==> config.mk <==
export PLATFORM = sky130hd
export DESIGN_NAME = rtc_rate_gen
export DESIGN_NICKNAME = d
export VERILOG_FILES = /design/src/rtl/rtc_rate_pkg.sv /design/src/rtl/rtc_rate_prescaler.sv /design/src/rtl/rtc_rate_chain.sv /design/src/rtl/rtc_rate_tap.sv /design/src/rtl/rtc_rate_gen.sv
export SDC_FILE = /design/constraint.sdc
export NUM_CORES = 1
export LEC_CHECK = 0
export BUFFER_PORTS_ARGS = -buffer_cell sky130_fd_sc_hd__buf_2
export CAP_MARGIN = 20
export CORE_MARGIN = 2
export CORE_UTILIZATION = 60
export DETAILED_ROUTE_END_ITERATION = 6
export GPL_TIMING_DRIVEN = 0
export HOLD_SLACK_MARGIN = 0.08
export PLACE_DENSITY_LB_ADDON = 0.2
export SETUP_SLACK_MARGIN = 0.1
export SYNTH_ARGS = -nofsm -noshare
export SYNTH_HDL_FRONTEND = slang
export SYNTH_SLANG_ARGS = --single-unit
==> constraint.sdc <==
create_clock -name clk -period 3.89 [get_ports clk]
set_input_delay 0.389 -clock clk [delete_from_list [all_inputs] [get_ports clk]]
set_output_delay 0.389 -clock clk [all_outputs]
set_load 0.02 [all_outputs]
==> src/rtl/rtc_rate_pkg.sv <==
package rtc_rate_pkg;

  typedef logic [2:0] div_code_t;

  // Reference selection codes (the code values are the programming interface)
  localparam div_code_t DIV_REF_HI  = 3'b000;  // 4.194304 MHz
  localparam div_code_t DIV_REF_MID = 3'b001;  // 1.048576 MHz
  localparam div_code_t DIV_REF_LO  = 3'b010;  // 32.768 kHz
  localparam div_code_t DIV_HOLD_A  = 3'b110;
  localparam div_code_t DIV_HOLD_B  = 3'b111;

  typedef enum logic [1:0] {
    PS_RUN,
    PS_HOLD,
    PS_FREEZE
  } ps_mode_e;

endpackage

==> src/rtl/rtc_rate_prescaler.sv <==
module rtc_rate_prescaler
  import rtc_rate_pkg::*;
#(
  parameter int HI_DIV  = 128,
  parameter int MID_DIV = 32
) (
  input  logic      clk,
  input  logic      rst,
  input  logic      half_tick,
  input  div_code_t div_sel,
  output logic      step,
  output logic      hold
);

  localparam int PRE_W = $clog2(HI_DIV);
  localparam logic [PRE_W-1:0] HI_TOP  = PRE_W'(HI_DIV - 1);
  localparam logic [PRE_W-1:0] MID_TOP = PRE_W'(MID_DIV - 1);

  ps_mode_e         mode;
  logic [PRE_W-1:0] top;
  logic [PRE_W-1:0] pre_q;

  always_comb begin
    mode = PS_FREEZE;
    top  = '0;
    case (div_sel)
      DIV_REF_HI:  begin mode = PS_RUN; top = HI_TOP;  end
      DIV_REF_MID: begin mode = PS_RUN; top = MID_TOP; end
      DIV_REF_LO:  begin mode = PS_RUN; top = '0;      end
      DIV_HOLD_A, DIV_HOLD_B: mode = PS_HOLD;
      default: mode = PS_FREEZE;
    endcase
  end

  assign hold = (mode == PS_HOLD);
  // >= so that a switch to a smaller ratio never waits for a counter wrap
  assign step = (mode == PS_RUN) && half_tick && (pre_q >= top);

  always_ff @(posedge clk) begin
    if (rst || hold || step) begin
      pre_q <= '0;
    end else if (mode == PS_RUN && half_tick) begin
      pre_q <= pre_q + 1'b1;
    end
  end

endmodule

==> src/rtl/rtc_rate_chain.sv <==
module rtc_rate_chain #(
  parameter int CHAIN_W = 16
) (
  input  logic               clk,
  input  logic               rst,
  input  logic               step,
  input  logic               hold,
  output logic [CHAIN_W-1:0] chain_q,
  output logic [CHAIN_W-1:0] chain_n,
  output logic               wrap
);

  localparam logic [CHAIN_W-1:0] HALF = CHAIN_W'(1) << (CHAIN_W - 1);

  always_comb begin
    if (hold)      chain_n = HALF;
    else if (step) chain_n = chain_q + 1'b1;
    else           chain_n = chain_q;
  end

  assign wrap = &chain_q;

  always_ff @(posedge clk) begin
    if (rst) chain_q <= HALF;
    else     chain_q <= chain_n;
  end

  AST_FREEZE_STABLE: assert property (@(posedge clk) disable iff (rst)
    (!step && !hold) |=> $stable(chain_q)) else $error("chain moved without step");

endmodule

==> src/rtl/rtc_rate_tap.sv <==
module rtc_rate_tap #(
  parameter int CHAIN_W = 16,
  parameter int RATE_W  = 4
) (
  input  logic               clk,
  input  logic               rst,
  input  logic               step,
  input  logic               wrap,
  input  logic [CHAIN_W-1:0] chain_q,
  input  logic [CHAIN_W-1:0] chain_n,
  input  logic [RATE_W-1:0]  rate_sel,
  input  logic               sqw_en,
  input  logic               per_en,
  output logic               sec_tick,
  output logic               per_evt,
  output logic               per_irq,
  output logic               sqw_out
);

  localparam int IDX_W = $clog2(CHAIN_W);

  logic             rate_on;
  logic [IDX_W-1:0] sel;
  logic             rise;

  assign rate_on = (rate_sel != '0);
  assign sel     = IDX_W'(rate_sel - RATE_W'(1));
  assign rise    = step && rate_on && !chain_q[sel] && chain_n[sel];

  always_ff @(posedge clk) begin
    if (rst) begin
      sec_tick <= 1'b0;
      per_evt  <= 1'b0;
      per_irq  <= 1'b0;
      sqw_out  <= 1'b0;
    end else begin
      sec_tick <= step && wrap;
      per_evt  <= rise;
      per_irq  <= rise && per_en;
      sqw_out  <= sqw_en && rate_on && chain_n[sel];
    end
  end

  AST_SQW_OFF: assert property (@(posedge clk) disable iff (rst)
    (!sqw_en || rate_sel == '0) |=> !sqw_out) else $error("sqw active while off");
  AST_IRQ_NEEDS_EVT: assert property (@(posedge clk) disable iff (rst)
    per_irq |-> per_evt) else $error("irq without event");
  AST_IRQ_NEEDS_EN: assert property (@(posedge clk) disable iff (rst)
    per_irq |-> $past(per_en)) else $error("irq while disabled");
  AST_EVT_WITH_SQW: assert property (@(posedge clk) disable iff (rst)
    (per_evt && $past(sqw_en)) |-> sqw_out) else $error("event not on sqw rise");

endmodule

==> src/rtl/rtc_rate_gen.sv <==
module rtc_rate_gen
  import rtc_rate_pkg::*;
#(
  parameter int HI_DIV  = 128,
  parameter int MID_DIV = 32,
  parameter int CHAIN_W = 16,
  parameter int RATE_W  = 4
) (
  input  logic              clk,
  input  logic              rst,
  input  logic              ref_half_tick,
  input  logic [2:0]        div_sel,
  input  logic [RATE_W-1:0] rate_sel,
  input  logic              sqw_en,
  input  logic              per_en,
  output logic              sec_tick,
  output logic              per_evt,
  output logic              per_irq,
  output logic              sqw_out
);

  logic               step;
  logic               hold;
  logic               wrap;
  logic [CHAIN_W-1:0] chain_q;
  logic [CHAIN_W-1:0] chain_n;

  rtc_rate_prescaler #(.HI_DIV(HI_DIV), .MID_DIV(MID_DIV)) u_pre (
    .clk(clk), .rst(rst), .half_tick(ref_half_tick), .div_sel(div_sel),
    .step(step), .hold(hold)
  );

  rtc_rate_chain #(.CHAIN_W(CHAIN_W)) u_chain (
    .clk(clk), .rst(rst), .step(step), .hold(hold),
    .chain_q(chain_q), .chain_n(chain_n), .wrap(wrap)
  );

  rtc_rate_tap #(.CHAIN_W(CHAIN_W), .RATE_W(RATE_W)) u_tap (
    .clk(clk), .rst(rst), .step(step), .wrap(wrap),
    .chain_q(chain_q), .chain_n(chain_n), .rate_sel(rate_sel),
    .sqw_en(sqw_en), .per_en(per_en),
    .sec_tick(sec_tick), .per_evt(per_evt), .per_irq(per_irq), .sqw_out(sqw_out)
  );

  AST_HOLD_SILENT: assert property (@(posedge clk) disable iff (rst)
    hold |=> (!sec_tick && !per_evt && !sqw_out)) else $error("output during hold");
  AST_SEC_AT_WRAP: assert property (@(posedge clk) disable iff (rst)
    sec_tick |-> (chain_q == '0)) else $error("second tick off wrap");

endmodule

==> metrics.txt, run 1 <==
status completed; synth-to-layout area growth 7.858%; Top-Level Pins 16; Comb power frac 0.187; clk slew on worst S/H paths 0.16 ns; initial drt markers 171; vias in the first global route 1712; top post-synthesis cells by area dfxtp_1, ha_1, mux4_2; post-synthesis xor/xnor area fraction 0.07478; Pre-Repair DR Iteration Count 4; post-synth top area cell dfxtp_1; CTS H-Tree Depth 1; register area 540.5 sq um; core region area 0.003103 sq mm; die width 61.37 um; Synth Warn # 0; Tightest Pin Transition 0.5277 ns; power share of the clock group 0.253; DR vias/cell 6.271; clock period minus worst slack 3.304 ns; largest family of logic cells by synthesized area simple AND/OR/NAND/NOR gates; initial antenna violation count 0; wire length per cell 16.24 um; full die area 0.003766 sq mm; final period utilization 0.8494; Site Rows 20; cts bufs inserted 3; Post-CTS Hold Buffers 0; largest net degree at the start of global routing 17; slowest cell on the critical path mux4_2; GRT Overall Usage 0.2719; Post-synth EDFFs 0; Async SR Flop Fraction 0; Multi-input gate area 0.001363 sq mm; post_cts resized 0; root buffer cell clkbuf_4; Syn Inst Count 218; vias 1756; Crit Path Class in -> reg; Worst setup EP type flop; CP cell instances clkbuf_1, buf_2, inv_1, ha_1, buf_2, mux4_2, mux4_2, a2111oi_1, nand3_1, a21boi_1; crit-path max cell delay 0.56 ns; Worst setup SP type input pin; PwrDens 235.1 mW/mm^2; Peak Freq 302.7 MHz; clk buf depth 2; final-report max-slew violation count 0; met3 Track Usage GR 0.03151; top-area cell type share of the netlist area 0.2738; GR peak layer met2; worst skew pair latency 0.34 ns; Post-Synth Simple-Gate Area 0.2567; clk_skew 0.01456 ns; grt met1 use 0.3577; IO Port Bufs 14; DRC errors left 0; Total Power 0.5007 mW; register area share after synthesis 0.2738; post-synthesis mux area share 0.06971; setup violation total in the final timing report 0; Synth Register Bits 27; CP Buf/Inv Count 4; Die Ht 61.37 um; cell-internal power 0.3542 mW; syn_nets 241; cell leakage power 0.7952 nW; Hold Path Class in -> reg; Most used DFF post-synth dfxtp_1; RSZ-0062 raised after global routing no; Clock Sinks 27; Compound-Gate Fraction of Synth Area 0.2193; first-pass GRT wire length 7.624 mm; CTS tree yes; Post-Syn Area 0.001974 sq mm; Max-slew headroom 0.6473; switching share of power 0.2926; Crit path required time 4.16 ns; Avg Inst Size Synth 9.057 sq um; Post-Synth Adder-Cell Area 0.06971; number of max-cap violations 0; layout cells sized above 1 0.1949; final-stage net count 260; ANT nets after route 0; dpl hpwl 3.494 mm; Antenna diodes 0; maximum VDD drop 0.0001564 V; CP top delay family multiplexers; TNS Setup 0 ns; register share of total power 0.559; GR Util met2 0.4681; Initial Util 0.6363; Post-Route WL 4.546 mm; final count of hold timing violations 0; fillers 266; Final GP Congestion 0.8971; CP arrival 3.57 ns; Overflow after GRT 0; CP max FO 10; switching power of the nets 0.1465 mW; Yosys cell types 63; Post-CTS Setup Inserts 0
path summary, 6_finish.rpt:
path / slack (ns) / from / depth (start not counted) / end
max: 0.59 / rate_sel[0] / 10 / u_tap.per_irq$_SDFF_PP0_
max reg2reg: 0.75 / u_pre.pre_q[0]$_SDFFE_PP0P_ / 10 / u_tap.per_irq$_SDFF_PP0_
min reg2reg: 0.53 / u_pre.pre_q[5]$_SDFFE_PP0P_ / 2 / u_pre.pre_q[5]$_SDFFE_PP0P_
min: 0.29 / rst / 2 / u_tap.sec_tick$_SDFF_PP0_
layout by cell type, fill, tap and decap left out, types with 2 or more instances in the layout:
cell	n
or4_1	2
dfxtp_1	27
clkbuf_1	2
clkbuf_4	3
mux4_2	5
a21oi_1	9
nand2_1	19
a211oi_1	2
nand2b_4	2
and2_1	6
nor4_1	4
o21a_1	6
inv_1	10
xnor2_1	7
a32oi_1	2
nand3_1	12
nor2_1	17
nand4_1	7
buf_2	17
ha_1	11
and3_1	2
or3_1	3
o21ai_0	6
xor2_1	8
nor3_1	7
sequential cells by signal, indices dropped and copies added, names as in the netlist:
name / flops
u_chain.chain_q: 16
u_pre.pre_q: 7
u_tap.per_evt: 1
u_tap.per_irq: 1
u_tap.sec_tick: 1
u_tap.sqw_out: 1
stage by stage:
| step | std cells | hold WS (ns) | cell area, sq um | setup WS, ns | util |
|---|---|---|---|---|---|
| final | 280 | 0.2896 | 2130 | 0.5860 | 0.6863 |
| after global routing | 280 | 0.2890 | 2130 | 0.4517 | 0.6863 |
| after CTS | 280 | 0.2858 | 2130 | 0.6291 | 0.6863 |
| after detailed placement | 276 | 0.5099 | 2100 | 0.2778 | 0.6766 |
| after global placement | 276 | 0.5070 | 2100 | 0.3098 | 0.6766 |
| after floorplan | 218 | 0.4657 | 1974 | 0.7796 | - |
power groups by stage:
stage               Sequential [mW]  Combinational [mW]  Clock, mW
finish                        0.280              0.0938      0.127
global route                  0.280               0.103      0.135
CTS                           0.280              0.0933      0.129
detailed placement            0.286              0.0927          0
global placement              0.286              0.0910          0
floorplan                     0.287              0.0661          0
cells by family after synthesis:
group / after synthesis
AOI/OAI and AO/OA: 51
DFF: 27
buffers and inverters: 16
muxes: 7
and+or+nand+nor: 90
adders and majority gates: 11
xor gates and xnor gates: 16
synthesized netlist by cell type, types with 3 or more instances:
cell and instances:
buf_2 3, and2_1 6, or3_1 3, o21ai_0 6
nand3_1 12, ha_1 11, o21a_1 6, a21oi_1 9
nor2_1 17, xor2_1 8, nand4_1 7, nor3_1 7
inv_1 10, xnor2_1 7, dfxtp_1 27, mux4_2 5
nor4_1 4, nand2_1 19
routing by layer:
layer  wire length, um  vias to the layer above
met2              2206                       69
met1              1952                      823
met3               332                        7
met4                55                        0
met5                 0                        -
li1                  -                      857
layout make-up:
cell class,instances,area share
Sequential cell,27,0.2538
Clock inverter,1,0.003525
Multi-Input combinational cell,175,0.6398
Timing Repair Buffer,14,0.03290
Clock buffer,3,0.01058
Inverter,10,0.01763
Buffer,6,0.01586
Tap cell,44,0.02585
Power figures use the tool's default switching activity.
==> run 2, diff against run 1 <==
==> constraint.sdc (replaced) <==
create_clock -name clk -period 3.4 [get_ports clk]
set_input_delay 0.34 -clock clk [delete_from_list [all_inputs] [get_ports clk]]
set_output_delay 0.34 -clock clk [all_outputs]
set_load 0.02 [all_outputs]
==> run 2 against run 1 <==
Net effect: clock skew increased by 0.00072 ns; core utilization increased by 0.16 points; final cell count unchanged; sequential cell count unchanged; clock-buffer cell count unchanged; die area unchanged; global-route usage unchanged.
==> metrics.txt, run 2 (synthesized netlist as in run 1, its figures left out) <==
hold_sp per_en; Worst setup EP type flop; Pre-Repair DR Iteration Count 4 (unchanged); dpl hpwl 3.494 mm (unchanged); clk slew on worst S/H paths 0.16 ns (about the same); Multi-input gate area 0.001368 sq mm (+0.37%); Overflow after GRT 0 (unchanged); final period utilization 0.9262; vias 1740 (-0.91%); Reg with most FFs u_chain.chain_q; IO Port Bufs 14 (unchanged); CTS H-Tree Depth 1 (unchanged); CTS tree yes; Post-CTS Hold Buffers 0 (unchanged); CP max FO 7 (-3); crit path to u_tap.per_irq$_SDFF_PP0_; clk buf depth 2 (unchanged); clock period minus worst slack 3.149 ns; crit path from u_pre.pre_q[0]$_SDFFE_PP0P_; Peak Freq 317.6 MHz; CP arrival 3.42 ns (-0.15 ns); Initial Util 0.6363 (unchanged); final count of hold timing violations 0 (unchanged); post_cts resized 0 (unchanged); hold depth 2 (unchanged); largest net degree at the start of global routing 17 (unchanged); GRT Overall Usage 0.2719 (unchanged); Post-Route WL 4.542 mm (about the same); FF-to-FF End u_tap.per_irq$_SDFF_PP0_; Crit path required time 3.67 ns (-0.49 ns); Crit Path Class reg -> reg; final-stage net count 260 (unchanged); first-pass GRT wire length 7.624 mm (unchanged); number of max-cap violations 0 (unchanged); fin area 0.002135 sq mm (+0.24%); FF-to-FF Start u_pre.pre_q[0]$_SDFFE_PP0P_; Post-CTS Setup Inserts 0 (unchanged); cell leakage power 0.7959 nW (about the same); maximum VDD drop 0.0002096 V (+34%); FF-to-FF setup slack 0.25 ns (-0.50 ns); wire length per cell 16.22 um (about the same); core region area 0.003103 sq mm (unchanged); Worst setup SP type flop; die width 61.37 um (unchanged); Max-slew headroom 0.6722 (+0.02491); initial antenna violation count 0 (unchanged); TNS Setup 0 ns (unchanged); Top Registers u_chain.chain_q (16), u_pre.pre_q (7); Top-Level Pins 16 (unchanged); Tightest Pin Transition 0.4917 ns (-0.03603 ns); root buffer cell clkbuf_4; Site Rows 20 (unchanged); cts bufs inserted 3 (unchanged); full die area 0.003766 sq mm (unchanged); Final Core Density 0.6879 (+0.001613); Die Ht 61.37 um (unchanged); layout cells sized above 1 0.1992 (+0.004237); ANT nets after route 0 (unchanged); Placed Area 0.002100 sq mm (unchanged); Clock Sinks 27 (unchanged); final-report max-slew violation count 0 (unchanged); fillers 265 (-0.38%); vias in the first global route 1712 (unchanged); status completed; initial drt markers 146 (-15%); RSZ-0062 raised after global routing no; Largest register FFs 16 (unchanged); Hold Path Class in -> reg; DRC errors left 0 (unchanged); synth-to-layout area growth 8.112%; most frequent cells in the layout dfxtp_1, nand2_1, buf_2, nor2_1, nand3_1; Antenna diodes 0 (unchanged); Final GP Congestion 0.8971 (unchanged); PwrDens 268.7 mW/mm^2 (+14%); clk_skew 0.01528 ns (+0.0007216 ns); worst skew pair latency 0.34 ns (about the same); DR vias/cell 6.214 (-0.91%); setup violation total in the final timing report 0 (unchanged); register area 540.5 sq um (unchanged); commonest non-fill, non-tap cell in the layout dfxtp_1; path depth of the worst reg2reg path 10 (unchanged)
[run 2: changes by cell type in the layout (fill, tap and decap cells not counted)]
cell / before / now
a2111oi_1: 1 / 0
a2111oi_2: 1 / 2
[run 2: per-layer routing]
metal  vias up  track usage  wire length (um)  share of wire
met1       813       0.3577              1978           0.44
met2        62       0.4681              2207           0.49
li1        860            -                 -              -
met3         5      0.03151               309          0.068
met5         -            0                 0              0
met4         0      0.08511                46          0.010
[run 2: stage by stage]
step	hold WS [ns]	setup WS, ns	total power [mW]	cells
2_1_floorplan	0.4167	0.3386	0.4038	218
3_3_place_gp	0.5070	-0.1312	0.4312	276
3_5_place_dp	0.5099	-0.1632	0.4332	276
4_1_cts	0.2368	0.1881	0.5752	280
5_1_grt	0.2457	0.1085	0.5940	280
6_report	0.2491	0.2510	0.5735	280
[run 2: report_power, final]
part	internal (mW)	leakage (nW)	switching, mW
Clock	0.0451	0.0139	0.100
Sequential	0.319	0.218	0.00165
Combinational	0.0416	0.564	0.0663
[run 2: cell type report]
| type | instances | share of cell area |
|---|---|---|
| multi-input combinational | 175 | 0.6407 |
| sequential | 27 | 0.2532 |
| timing repair buffer | 14 | 0.03283 |
| tap | 44 | 0.02579 |
| inverter | 10 | 0.01758 |
| buffer | 6 | 0.01583 |
| clock buffer | 3 | 0.01055 |
| clock inverter | 1 | 0.003517 |
[run 2: critical path, stage by stage (launching register included)]
cell	delay, ns
dfxtp_1	0.44
inv_1	0.07
ha_1	0.29
nand2b_4	0.13
a2111o_1	0.50
a41oi_2	0.48
o21a_2	0.24
o41ai_1	0.10
a2111oi_2	0.48
nand3_1	0.17
a21boi_1	0.16
[run 2: worst min path at each step]
| stage | end |
|---|---|
| floorplan | u_tap.sec_tick$_SDFF_PP0_ |
| global placement | u_pre.pre_q[6]$_SDFFE_PP0P_ |
| detailed placement | u_pre.pre_q[5]$_SDFFE_PP0P_ |
| CTS | u_tap.sec_tick$_SDFF_PP0_ |
| global route | u_tap.sec_tick$_SDFF_PP0_ |
| finish | u_tap.per_irq$_SDFF_PP0_ |
